$ cat config.mk
export PLATFORM = sky130hd
export DESIGN_NAME = line_drv_enable_ctrl
export DESIGN_NICKNAME = d
export VERILOG_FILES = /design/src/rtl/lde_pkg.sv /design/src/rtl/lde_auto_fsm.sv /design/src/rtl/lde_enable_sel.sv /design/src/rtl/lde_route.sv /design/src/rtl/line_drv_enable_ctrl.sv
export SDC_FILE = /design/constraint.sdc
export NUM_CORES = 1
export LEC_CHECK = 0
export CAP_MARGIN = 20
export CORE_AREA = 2 2 39 41
export DETAILED_ROUTE_END_ITERATION = 6
export DIE_AREA = 0 0 41 43
export SYNTH_ARGS = -nofsm -noshare
export SYNTH_HDL_FRONTEND = slang
export SYNTH_HIERARCHICAL = 1
export SYNTH_SLANG_ARGS = --single-unit
$ cat constraint.sdc
create_clock -name clk -period 3.36 [get_ports clk]
set_clock_uncertainty 0.05 [all_clocks]
set_input_delay 0.336 -clock clk [delete_from_list [all_inputs] [get_ports clk]]
set_output_delay 0.336 -clock clk [all_outputs]
set_load 0.01 [all_outputs]
$ cat src/rtl/lde_pkg.sv
package lde_pkg;
    typedef enum logic [1:0] {
        TXM_ON   = 2'b00,
        TXM_DTR  = 2'b01,
        TXM_RTS  = 2'b10,
        TXM_AUTO = 2'b11
    } txm_e;

    typedef enum logic [1:0] {
        ST_IDLE   = 2'b00,
        ST_ACTIVE = 2'b01,
        ST_HOLD   = 2'b10
    } auto_st_e;
endpackage

$ cat src/rtl/lde_auto_fsm.sv
module lde_auto_fsm #(
    parameter int HOLD_TICKS = 1
) (
    input  logic clk,
    input  logic rst_n,
    input  logic enable,
    input  logic tx_pending,
    input  logic tx_busy,
    input  logic bit_tick,
    output logic drive_req
);
    import lde_pkg::*;

    localparam int CW = (HOLD_TICKS < 2) ? 1 : $clog2(HOLD_TICKS);
    localparam logic [CW-1:0] LAST = CW'(HOLD_TICKS - 1);

    auto_st_e       st_q, st_d;
    logic [CW-1:0]  cnt_q, cnt_d;
    logic           activity;

    assign activity = tx_pending | tx_busy;

    // state register
    always_ff @(posedge clk or negedge rst_n) begin
        if (!rst_n) begin
            st_q  <= ST_IDLE;
            cnt_q <= '0;
        end else begin
            st_q  <= st_d;
            cnt_q <= cnt_d;
        end
    end

    // next state
    always_comb begin
        st_d  = st_q;
        cnt_d = cnt_q;
        if (!enable) begin
            st_d  = ST_IDLE;
            cnt_d = '0;
        end else begin
            unique case (st_q)
                ST_IDLE: begin
                    if (activity) st_d = ST_ACTIVE;
                end
                ST_ACTIVE: begin
                    if (!activity) begin
                        st_d  = ST_HOLD;
                        cnt_d = '0;
                    end
                end
                ST_HOLD: begin
                    if (activity) begin
                        st_d  = ST_ACTIVE;
                        cnt_d = '0;
                    end else if (bit_tick) begin
                        if (cnt_q == LAST) begin
                            st_d  = ST_IDLE;
                            cnt_d = '0;
                        end else begin
                            cnt_d = cnt_q + 1'b1;
                        end
                    end
                end
                default: begin
                    st_d  = ST_IDLE;
                    cnt_d = '0;
                end
            endcase
        end
    end

    // outputs
    always_comb begin
        drive_req = (st_d != ST_IDLE);
    end
endmodule

$ cat src/rtl/lde_enable_sel.sv
module lde_enable_sel (
    input  logic       clk,
    input  logic       rst_n,
    input  logic [1:0] txen_mode,
    input  logic       rxen_mode,
    input  logic       dtr,
    input  logic       rts,
    input  logic       auto_req,
    output logic       txen_q,
    output logic       rxen_q
);
    import lde_pkg::*;

    txm_e mode;
    logic tx_d;

    assign mode = txm_e'(txen_mode);

    always_comb begin
        unique case (mode)
            TXM_ON:   tx_d = 1'b1;
            TXM_DTR:  tx_d = dtr;
            TXM_RTS:  tx_d = rts;
            TXM_AUTO: tx_d = auto_req;
            default:  tx_d = 1'b0;
        endcase
    end

    always_ff @(posedge clk or negedge rst_n) begin
        if (!rst_n) begin
            txen_q <= 1'b0;
            rxen_q <= 1'b1;
        end else begin
            txen_q <= tx_d;
            rxen_q <= rxen_mode ? ~tx_d : 1'b1;
        end
    end
endmodule

$ cat src/rtl/lde_route.sv
module lde_route (
    input  logic loop_mode,
    input  logic auxin_mode,
    input  logic auxout_mode,
    input  logic rts,
    input  logic tclk,
    input  logic auxin,
    output logic auxout,
    output logic cts,
    output logic rclk
);
    always_comb begin
        if (loop_mode) begin
            rclk   = tclk;
            auxout = auxin;
            cts    = rts;
        end else begin
            rclk   = auxin_mode  ? auxin : tclk;
            cts    = auxin_mode  ? rts   : auxin;
            auxout = auxout_mode ? tclk  : rts;
        end
    end
endmodule

$ cat src/rtl/line_drv_enable_ctrl.sv
module line_drv_enable_ctrl #(
    parameter int HOLD_TICKS = 1
) (
    input  logic       clk,
    input  logic       rst_n,
    input  logic [1:0] txen_mode,
    input  logic       rxen_mode,
    input  logic       loop_mode,
    input  logic       auxin_mode,
    input  logic       auxout_mode,
    input  logic       dtr,
    input  logic       rts,
    input  logic       tx_pending,
    input  logic       tx_busy,
    input  logic       bit_tick,
    input  logic       tclk,
    input  logic       auxin,
    output logic       txen,
    output logic       rxen,
    output logic       auxout,
    output logic       cts,
    output logic       rclk
);
    logic auto_req;

    lde_auto_fsm #(.HOLD_TICKS(HOLD_TICKS)) u_fsm (
        .clk        (clk),
        .rst_n      (rst_n),
        .enable     (txen_mode == 2'b11),
        .tx_pending (tx_pending),
        .tx_busy    (tx_busy),
        .bit_tick   (bit_tick),
        .drive_req  (auto_req)
    );

    lde_enable_sel u_sel (
        .clk       (clk),
        .rst_n     (rst_n),
        .txen_mode (txen_mode),
        .rxen_mode (rxen_mode),
        .dtr       (dtr),
        .rts       (rts),
        .auto_req  (auto_req),
        .txen_q    (txen),
        .rxen_q    (rxen)
    );

    lde_route u_route (
        .loop_mode   (loop_mode),
        .auxin_mode  (auxin_mode),
        .auxout_mode (auxout_mode),
        .rts         (rts),
        .tclk        (tclk),
        .auxin       (auxin),
        .auxout      (auxout),
        .cts         (cts),
        .rclk        (rclk)
    );
endmodule

After elaboration in Yosys (flattened, before gate mapping)
Index checks and enable logic that the tools add are counted.
{"block": "totals", "input_bits": 15, "word_cells": 40, "register_bits": 5, "out_inout_bits": 5}
{"block": "classes", "reduce_logical": 4, "n_mux": 21, "add_sub_neg": 1, "n_bitwise": 2, "n_eq_ne": 8}
{"operator": "1-bit 2-to-1 mux", "n": 12}
{"operator": "2-bit 2-to-1 mux", "n": 6}
{"operator": "2-bit equality test, second input constant", "n": 3}
{"operator": "2-bit case mux with 3 select lines", "n": 1}
{"operator": "2-bit by 1-bit equality test with 1-bit output, second input constant", "n": 2}
{"operator": "2-bit zero test", "n": 2}
{"operator": "4-bit inequality test, second input constant", "n": 1}
{"operator": "1-bit case mux with 4 select lines", "n": 1}
{"operator": "3-bit inequality test, second input constant", "n": 1}
{"operator": "1-bit case mux with 3 select lines", "n": 1}
{"operator": "3-bit AND reduction", "n": 1}
{"operator": "2-bit inequality test, second input constant", "n": 1}
{"operator": "2-bit nonzero test", "n": 1}
{"operator": "1-bit adder, second input constant", "n": 1}
{"operator": "1-bit inverter", "n": 1}
{"operator": "1-bit bitwise OR", "n": 1}

Logic depth before layout (Yosys ltp)
Gate-level depths: netlist (run 1).
{"block": "depth", "depth_word": 9, "mapped_depth": 5, "ltp_nobuf": 5}

By module
Netlist (run 1), hierarchy kept.
{"mod": "lde_auto_fsm", "cells_per_inst": 10, "area_per_inst_um2": 108.9, "instances": 1, "seq_area_each_um2": 50.0}
{"mod": "lde_enable_sel", "cells_per_inst": 7, "area_per_inst_um2": 91.3, "instances": 1, "seq_area_each_um2": 51.3}
{"mod": "lde_route", "cells_per_inst": 7, "area_per_inst_um2": 55.1, "instances": 1, "seq_area_each_um2": 0.0}
{"mod": "line_drv_enable_ctrl", "cells_per_inst": 1, "area_per_inst_um2": 6.3, "instances": 1, "seq_area_each_um2": 0.0}

Worst setup path before layout (run 1)
Ideal clock, no wire load.
{"block": "synth_path", "path_kind": "input -> register", "from": "input port txen_mode[0]", "to": "register u_sel.rxen_q", "required_ps": 3228, "path_slack_ps": 2067, "n_path_buf": 0, "stages": 5, "setup_time_ps": 82, "arrival_time_ps": 1162, "cell_sequence": "and2_1 > a21boi_0 > o41a_1 > mux2i_1 > a211o_1"}
{"block": "synth_between", "elab_chain_len": 6, "elab_cells_between_ends": 9, "classes_between": "eq/ne (3); mux (3); bitwise (1); reduce/logical (2)"}
{"element": "start, declared", "line": "line_drv_enable_ctrl.sv:6", "text": "input logic [1:0] txen_mode,"}
{"element": "2-bit equality test", "line": "line_drv_enable_ctrl.sv:29", "text": ".enable (txen_mode == 2'b11),"}
{"element": "2-bit 2-to-1 mux", "line": "lde_auto_fsm.sv:38", "text": "if (!enable) begin"}
{"element": "2-bit nonzero test", "line": "lde_auto_fsm.sv:75", "text": "drive_req = (st_d != ST_IDLE);"}
{"element": "net auto_req", "line": "line_drv_enable_ctrl.sv:24", "text": "logic auto_req;"}
{"element": "1-bit case mux with 4 select lines", "line": "lde_enable_sel.sv:20", "text": "unique case (mode)"}
{"element": "1-bit inverter", "line": "lde_enable_sel.sv:35", "text": "rxen_q <= rxen_mode ? ~tx_d : 1'b1;"}
{"element": "1-bit 2-to-1 mux", "line": "lde_enable_sel.sv:35"}
{"element": "end signal, assigned", "line": "lde_enable_sel.sv:35"}
{"element": "end, declared", "line": "lde_enable_sel.sv:10", "text": "output logic rxen_q"}
The timed path passes the listed nets, and every way through them passes these cells.
A chain may end at the register's enable or synchronous reset.

Final worst setup path (run 1)
{"block": "layout_path", "from": "input port auxin_mode", "to": "output port rclk"}
{"block": "layout_between", "elab_chain_len": 2}
{"element": "start, declared", "line": "line_drv_enable_ctrl.sv:9", "text": "input logic auxin_mode,"}
{"element": "1-bit 2-to-1 mux", "line": "lde_route.sv:18", "text": "rclk = auxin_mode ? auxin : tclk;"}
{"element": "1-bit 2-to-1 mux", "line": "lde_route.sv:13", "text": "if (loop_mode) begin"}
{"element": "end, declared", "line": "line_drv_enable_ctrl.sv:22", "text": "output logic rclk"}
Every way passes these cells.

==> results by group, run 1 <==
Yosys
  • Syn Nets: 40
  • Post-Syn Instances: 25
  • Cell area after synthesis: approximately 260 µm²
  • Synth cell types: 18
  • Ys Warns: 6
  • Post-synthesis register bit count: 4
  • Register area share after synthesis: 38.76%
  • Mean Syn Cell Area: roughly 10 µm²

Routing
  • Via count: approximately 280
  • Drt drc: 0
  • DRT Pass-1 Iters: 2
  • WL per Instance: ~10 µm
  • Routed Wire Length: between 600 and 700 µm
  • Met3 wire len: 56 µm
  • Via density: approximately 4.3
  • Initial DRC count: 2
  • M1 WL: between 200 and 250 µm
  • Post-DRT Antenna Nets: 0
  • Met2 WL: ~380 µm
  • Uppermost layer routed: met3

Global route
  • Gr ovfl total: 0
  • Vias in the first global route: around 300
  • Gr usage total: under 10%
  • Global-route wire length before repair: between 1000 and 1500 µm
  • Largest net degree at the start of global routing: 5
  • Antenna violations before repair: 0

Cells and area
  • Cell area after layout: between 400 and 500 µm²
  • Area Overhead vs Synth: 90.43%
  • Final nets: 64
  • Most frequent cells in the layout: clkdlybuf4s50_1 (19), nor2b_1 (4), clkbuf_4 (3), dfrtp_1 (3)
  • Share of cells above drive strength 1: roughly 13%
  • Fill count: 149
  • Register area: just over 100 µm²
  • Commonest non-fill, non-tap cell in the layout: clkdlybuf4s50_1
  • Total inserted antenna cells: 0
  • Multi-input logic area: roughly 160 µm²

Placed design
  • Dpl hpwl: ~560 µm
  • IO Port Bufs: 19
  • Place WS: about 1.2 ns
  • GPL Wtd Cong: 0.6176
  • Dpl cell area: 471.7 µm²

Critical path
  • CP Data Required Time: 2.97 ns
  • CP startpoint kind: input pin
  • CP arrival: approximately 1.8 ns
  • Crit-path max FO: 2
  • Crit Path Category: input pin to output port
  • Crit. End Element: output port

Power and ir drop
  • Static Leak: between 0.2 and 0.25 nW
  • Tot Pwr: around 170 µW
  • Pwr dens: approximately 330 nW/µm²
  • IR drop worst, VDD: 0.1543 mV

Timing
  • Final setup TNS: 0 ns
  • Final critical-path setup slack: between 1 and 1.5 ns
  • Post-layout min period: ~2.2 ns
  • Fin crit share: approximately 64%
  • RSZ-0062 raised after global routing: no
  • Slew headroom: a little under nine tenths
  • Final-report max-slew violation count: 0
  • Fmax achieved: 0.4638 GHz
  • Final Hold Vio Count: 0
  • Setup violators final: 0
  • Slew @ Worst Pin: approximately 0.21 ns

CTS
  • Clk sinks: 4
  • Clock-pin slew reported for the worst setup and hold paths after clock tree synthesis: 0.05 ns
  • Later-pin clock latency in the skew report: around 0.25 ns
  • Max Root-Sink Buffers: 2
  • Post-CTS Setup Inserts: 0
  • CTS HTree Levels: 1
  • Cts bufs inserted: 3
  • # hold bufs at CTS: 0
  • Resize count post-CTS: 0
  • CTS tree: yes
  • Root buffer cell: clkbuf_4

Floorplanning
  • Core ar.: around 1400 µm²
  • Die W: ~41 µm
  • Rows: 14
  • Initial Utilization: 18.90%
  • Die Span Y: 43 µm
  • Die ar.: between 1500 and 2000 µm²
  • Io pins: 20

Run status
  • Status: finished, final reports clean

Job
  • Max_cap viols: 0

Min path
  • Worst min path class: input pin to asynchronous set/reset pin
## cell usage after synthesis
cell type | number | area (µm²)
a211o_1 | 1 | 8.760
o211a_1 | 1 | 10.01
nor2_1 | 2 | 7.510
and2_1 | 1 | 6.260
o41a_1 | 1 | 11.26
nor2b_1 | 4 | 25.02
inv_1 | 1 | 3.750
dfstp_2 | 1 | 26.28
mux2_4 | 1 | 15.01
mux2_1 | 1 | 11.26
nor3b_2 | 1 | 12.51
mux2i_1 | 2 | 20.02
dfrtp_1 | 3 | 75.07
nand2_1 | 1 | 3.750
a21boi_0 | 1 | 7.510
o21ai_0 | 1 | 5.000
nor3b_1 | 1 | 7.510
a21oi_1 | 1 | 5.000
## through the flow
stage          hold WS [ns]  util [%]  std cells
5_1_grt              0.2555     35.99         64
6_report             0.2415     35.99         64
3_5_place_dp         0.5051     34.09         60
3_3_place_gp         0.4977     34.09         60
2_1_floorplan     -0.009591         -         25
4_1_cts              0.2395     35.99         64
## state kept, by name, indices dropped and copies added, names as in the netlist
| name | cells |
|---|---|
| u_sel/rxen_q | 1 |
| u_fsm/st_q | 2 |
| u_sel/txen_q | 1 |
## path summary, 6_finish.rpt
| check | end | depth (start not counted) | from | slack, ns |
|---|---|---|---|---|
| max | rclk | 4 | auxin_mode | 1.20 |
| min | u_sel/txen_q$_DFF_PN0_ | 1 | rst_n | 0.24 |
| max reg2reg | u_sel/rxen_q$_DFF_PN1_ | 4 | u_fsm/st_q[1]$_DFF_PN0_ | 2.06 |
| min reg2reg | u_fsm/st_q[1]$_DFF_PN0_ | 2 | u_fsm/st_q[0]$_DFF_PN0_ | 0.60 |
| max in group asynchronous | u_sel/rxen_q$_DFF_PN1_ | 1 | rst_n | 2.77 |
| min in group clk | u_fsm/st_q[1]$_DFF_PN0_ | 2 | u_fsm/st_q[0]$_DFF_PN0_ | 0.60 |
## routing by layer
layer | up-vias | global-route usage [%]
li1 | 135 | -
met3 | 0 | 3.141
met5 | - | 0
met4 | 0 | 8.000
met1 | 130 | 8.469
met2 | 13 | 15.63
## power by group
part	switching [mW]	total (mW)	internal [mW]
Sequential	0.00130	0.0530	0.0517
Combinational	0.0144	0.0439	0.0296
Clock	0.0244	0.0692	0.0449
Total	0.0400	0.166	0.126
## cell type report
type                            count  share of cell area [%]
Timing Repair Buffer               19                   38.19
Multi-Input combinational cell     20                   31.41
Sequential cell                     4                   20.35
Clock buffer                        4                   5.276
Tap cell                           16                   4.020
Inverter                            1                  0.7538
## critical path, stage by stage
cell,delay (ns)
clkdlybuf4s50_1,0.47
nor2b_1,0.17
mux2_4,0.31
clkdlybuf4s50_1,0.48
## cell families (layout without fill, tap and decap cells)
logic type,after synthesis,count (layout),synth area share (%)
flip-flops,4,4,38.76
AO/OA/AOI/OAI,6,6,18.18
multiplexers,4,4,17.70
buffers and inverters,1,24,1.434
AND/OR/NAND/NOR,10,10,23.92
(Power assumes the default switching activity.)
==> run 2, diff against run 1 <==
clock period = 1.85 ns   (was 3.36 ns; I/O delays follow)
==> results by group, run 2 (same netlist as run 1, synthesis figures left out) <==
Run status
  • Status: finished, final reports clean

Critical path
  • CP Data Required Time: roughly 1.6 ns
  • Crit. End Element: output port
  • R2R setup slack: 0.53 ns
  • CP Capture Point: auxout
  • CP Launch Point: rts
  • R2R depth: 4
  • CP arrival: roughly 1.5 ns
  • Reg2reg start: u_fsm/st_q[1]$_DFF_PN0_
  • Crit Path Category: input pin to output port
  • Crit-path max FO: 3
  • CP startpoint kind: input pin
  • End of the worst register-to-register path: u_sel/txen_q$_DFF_PN0_

Timing
  • Final-report max-slew violation count: 0
  • Final Hold Vio Count: 0
  • Setup violators final: 0
  • Slew @ Worst Pin: 0.2108 ns
  • RSZ-0062 raised after global routing: no
  • Final critical-path setup slack: roughly 0.15 ns
  • Fin crit share: a little over 90%
  • Fmax achieved: 0.5884 GHz
  • Slew headroom: around 86%
  • Final hold slack: a little over 0.09 ns
  • Post-layout min period: roughly 1.7 ns

Cells and area
  • Largest regs: u_fsm/st_q (2), u_sel/rxen_q (1), u_sel/txen_q (1)
  • Fill count: 152
  • Final nets: 65
  • Top reg by flops: u_fsm/st_q
  • Area Overhead vs Synth: 93.78%
  • Share of cells above drive strength 1: 14.29%
  • Largest register FFs: 2
  • Total inserted antenna cells: 0
  • Most frequent cells in the layout: clkdlybuf4s50_1 (17), nor2b_1 (4), clkbuf_4 (3), dfrtp_1 (3)
  • Commonest non-fill, non-tap cell in the layout: clkdlybuf4s50_1
  • Cell area after layout: 506.7 µm²

Routing
  • Via density: between 4 and 5
  • WL per Instance: ~10 µm
  • Routed Wire Length: ~650 µm
  • Initial DRC count: 4
  • DRT Pass-1 Iters: 4
  • Post-DRT Antenna Nets: 0
  • Via count: 284
  • Drt drc: 0

Power and ir drop
  • Pwr dens: between 500 and 600 nW/µm²
  • IR drop worst, VDD: around 0.27 mV
  • Tot Pwr: between 200 and 300 µW
  • Static Leak: roughly 0.23 nW

Floorplanning
  • Die Span Y: 43 µm
  • Rows: 14
  • Die W: roughly 40 µm
  • Io pins: 20
  • Core ar.: about 1400 µm²
  • Die ar.: between 1500 and 2000 µm²
  • Initial Utilization: 18.90%

CTS
  • CTS HTree Levels: 1
  • CTS tree: yes
  • Post-CTS Setup Inserts: 0
  • Cts bufs inserted: 3
  • Root buffer cell: clkbuf_4
  • Clock-pin slew reported for the worst setup and hold paths after clock tree synthesis: 0.04 ns
  • Max Root-Sink Buffers: 2
  • Clk sinks: 4
  • Later-pin clock latency in the skew report: 0.24 ns

Global route
  • Gr usage total: a little over a tenth
  • Global-route wire length before repair: 1207 µm
  • Vias in the first global route: 308
  • Gr ovfl total: 0
  • Antenna violations before repair: 0
  • Largest net degree at the start of global routing: 5

Placed design
  • IO Port Bufs: 19
  • Place WS: -0.003015 ns
  • GPL Wtd Cong: approximately 0.64
  • Dpl cell area: about 480 µm²
  • Dpl hpwl: 534.3 µm

Min path
  • Worst min path class: input pin to asynchronous set/reset pin

Job
  • Max_cap viols: 0
[run 2: changes by cell type in the layout (fill, tap and decap cells not counted)]
cell,before,now
dlygate4sd2_1,0,1
clkdlybuf4s50_1,19,17
dlymetal6s2s_1,0,1
buf_4,0,1
[run 2: per-stage QoR]
step	util, %	setup TNS, ns	instances
after floorplan	-	0	25
after global placement	34.63	0	61
after detailed placement	34.63	-0.003015	61
after CTS	36.44	0	65
after global routing	36.62	0	65
final	36.62	0	65
[run 2: cell type report]
| type | count | area (µm²) | share of cell area, % |
|---|---|---|---|
| timing repair buffer | 20 | 198.9 | 39.26 |
| multi-input combinational | 20 | 156.4 | 30.86 |
| sequential | 4 | 101.3 | 20.00 |
| clock buffer | 4 | 26.28 | 5.185 |
| tap | 16 | 20.02 | 3.951 |
| inverter | 1 | 3.754 | 0.7407 |
[run 2: worst min-delay path by stage]
stage,from,endpoint,slack (ns),cells past startpoint
2_1_floorplan,rst_n,u_fsm/st_q[0]$_DFF_PN0_,-0.16,0
5_1_grt,rst_n,u_fsm/st_q[0]$_DFF_PN0_,0.09,1
6_report,rst_n,u_fsm/st_q[1]$_DFF_PN0_,0.09,1
4_1_cts,rst_n,u_fsm/st_q[1]$_DFF_PN0_,0.09,1
3_3_place_gp,rst_n,u_sel/txen_q$_DFF_PN0_,0.35,1
3_5_place_dp,rst_n,u_sel/txen_q$_DFF_PN0_,0.35,1
[run 2: what timing repair did]
item	CTS	global route
gates resized for setup	1	1
hold buffers	0	0
endpoints found under the setup margin	1	1
endpoints found under the hold margin	0	0
[run 2: where the power goes]
| part | switching [mW] | internal, mW |
|---|---|---|
| registers | 0.00204 | 0.0939 |
| logic | 0.0265 | 0.0534 |
| clock network | 0.0402 | 0.0812 |
[run 2: critical path: stages]
cell and delay, ns:
clkdlybuf4s50_1 0.51, mux2i_1 0.08, o21ai_0 0.14, clkdlybuf4s50_1 0.56
[run 2: layer usage]
metal	part of all wire, %	GRT usage [%]
met2	57	15.94
met3	7.4	6.806
met4	0	6.000
met5	0	0
met1	35	11.00
==> run 3, diff against run 2 <==
CTS_CLUSTER_DIAMETER = 100   (was unset)
GPL_TIMING_DRIVEN = 0   (was unset)
==> results by group, run 3 (same netlist as run 1, synthesis figures left out) <==
Run status
  • Status: finished, final reports clean

Cells and area
  • Top reg by flops: u_fsm/st_q
  • Largest register FFs: 2
  • Share of cells above drive strength 1: 14.58%
  • Cell Count, Final, Fillers Out: between 60 and 70
  • Total inserted antenna cells: 0
  • Most frequent cells in the layout: clkdlybuf4s50_1 (17), clkbuf_4 (3), nor2b_1 (3), dfrtp_1 (3)
  • Area Overhead vs Synth: 93.30%
  • Largest regs: u_fsm/st_q (2), u_sel/rxen_q (1), u_sel/txen_q (1)
  • Commonest non-fill, non-tap cell in the layout: clkdlybuf4s50_1
  • Final nets: 64

Power and ir drop
  • Cell internal pwr: around 230 µW
  • Sw Pwr: between 60 and 70 µW
  • Tot Pwr: about 300 µW
  • Combinational Power Share: between 20% and 30%
  • Static Leak: 0.2375 nW
  • Clock Power Share: between 40% and 50%
  • Sequential share of power: 32.7%
  • IR drop worst, VDD: between 0.3 and 0.4 mV
  • Switching power share of the total: 22.27%
  • Pwr dens: between 500 and 600 nW/µm²

Timing
  • Slew @ Worst Pin: about 0.21 ns
  • RSZ-0062 raised after global routing: no
  • Slew headroom: between 80% and 90%
  • Final critical-path setup slack: approximately 0.093 ns
  • Final hold slack: 0.08994 ns
  • Fmax achieved: 0.5691 GHz
  • Setup violators final: 0
  • Post-layout min period: 1.757 ns
  • Final Hold Vio Count: 0
  • Fin crit share: between 90 and 100%
  • Final-report max-slew violation count: 0
  • Final setup TNS: 0 ns

CTS
  • Max Root-Sink Buffers: 2
  • Resize count post-CTS: 0
  • Cts bufs inserted: 3
  • Clock-pin slew reported for the worst setup and hold paths after clock tree synthesis: 0.04 ns
  • Root buffer cell: clkbuf_4
  • # hold bufs at CTS: 0
  • CTS tree: yes
  • Clk sinks: 4
  • CTS HTree Levels: 1
  • Later-pin clock latency in the skew report: ~0.24 ns
  • Post-CTS Setup Inserts: 0

Floorplanning
  • Die ar.: about 1800 µm²
  • Die W: between 40 and 50 µm
  • Core ar.: 1384 µm²
  • Initial Utilization: between 10% and 20%
  • Rows: 14
  • Die Span Y: around 43 µm
  • Io pins: 20

Global route
  • Antenna violations before repair: 0
  • Largest net degree at the start of global routing: 5
  • Vias in the first global route: 291
  • Gr ovfl total: 0
  • Gr usage total: a little over 9%
  • Global-route wire length before repair: 1076 µm

Routing
  • Drt drc: 0
  • DRT Pass-1 Iters: 4
  • WL per Instance: between 9 and 10 µm
  • Via density: between 4 and 5
  • Routed Wire Length: around 620 µm
  • Post-DRT Antenna Nets: 0
  • Initial DRC count: 1
  • Via count: ~270

Placed design
  • Place WS: ~0.0048 ns
  • Dpl hpwl: roughly 500 µm
  • Dpl cells: 60
  • IO Port Bufs: 19
  • GPL Wtd Cong: 0.6329

Critical path
  • CP Launch Point: auxin_mode
  • Crit. End Element: output port
  • CP Data Required Time: between 1.5 and 2 ns
  • Crit Path Category: input pin to output port
  • Reg2reg start: u_fsm/st_q[1]$_DFF_PN0_
  • CP arrival: ~1.5 ns
  • Crit-path max FO: 2
  • CP startpoint kind: input pin

Min path
  • Worst min path class: input pin to asynchronous set/reset pin

Job
  • Max_cap viols: 0
==> run 3: changes by cell type in the layout (fill, tap and decap cells not counted) <==
cell and change:
buf_4 -1, dlygate4sd2_1 -1, dlymetal6s2s_1 +1, nor2b_1 -1
nor2b_2 +1
==> run 3: power by group through the flow <==
stage,combinational (mW),clock [mW],sequential (mW)
2_1_floorplan,0.0227,0,0.0989
3_3_place_gp,0.0801,0,0.0972
3_5_place_dp,0.0799,0,0.0972
4_1_cts,0.0806,0.125,0.0962
5_1_grt,0.0863,0.137,0.0963
6_report,0.0791,0.118,0.0961
==> run 3: through the flow <==
stage / utilization [%] / cell area [µm²]
4_1_cts: 35.99 / 498.0
5_1_grt: 36.53 / 505.5
3_5_place_dp: 34.09 / 471.7
2_1_floorplan: - / 261.5
3_3_place_gp: 34.09 / 471.7
6_report: 36.53 / 505.5
==> run 3: final cells by class <==
type,instances,area (µm²)
tap,16,20.02
clock buffer,4,26.28
inverter,1,3.754
sequential,4,101.3
multi-input combinational,20,158.9
timing repair buffer,19,195.2
fill,148,878.3
==> run 3: path summary, 6_finish.rpt <==
kind,to,slack [ns],depth (start not counted)
worst max-delay path,cts,0.09,4
worst min-delay path,u_fsm/st_q[1]$_DFF_PN0_,0.09,1
worst max register to register,u_sel/rxen_q$_DFF_PN1_,0.52,4
worst min register to register,u_fsm/st_q[0]$_DFF_PN0_,0.61,2
max in group asynchronous,u_sel/rxen_q$_DFF_PN1_,1.42,1
min in group clk,u_sel/rxen_q$_DFF_PN1_,0.46,3
==> run 3: layer usage <==
metal | track usage (%) | vias up | wire [µm]
li1 | - | 136 | -
met1 | 9.646 | 117 | 231
met2 | 14.37 | 16 | 324
met3 | 6.283 | 0 | 62
met4 | 2.000 | 0 | 0
met5 | 0 | - | 0
==> run 3: worst max-delay path, cell delays in order <==
cell and delay, ns:
clkdlybuf4s50_1 0.41, nor2_1 0.12, mux2_1 0.33, clkdlybuf4s50_1 0.48
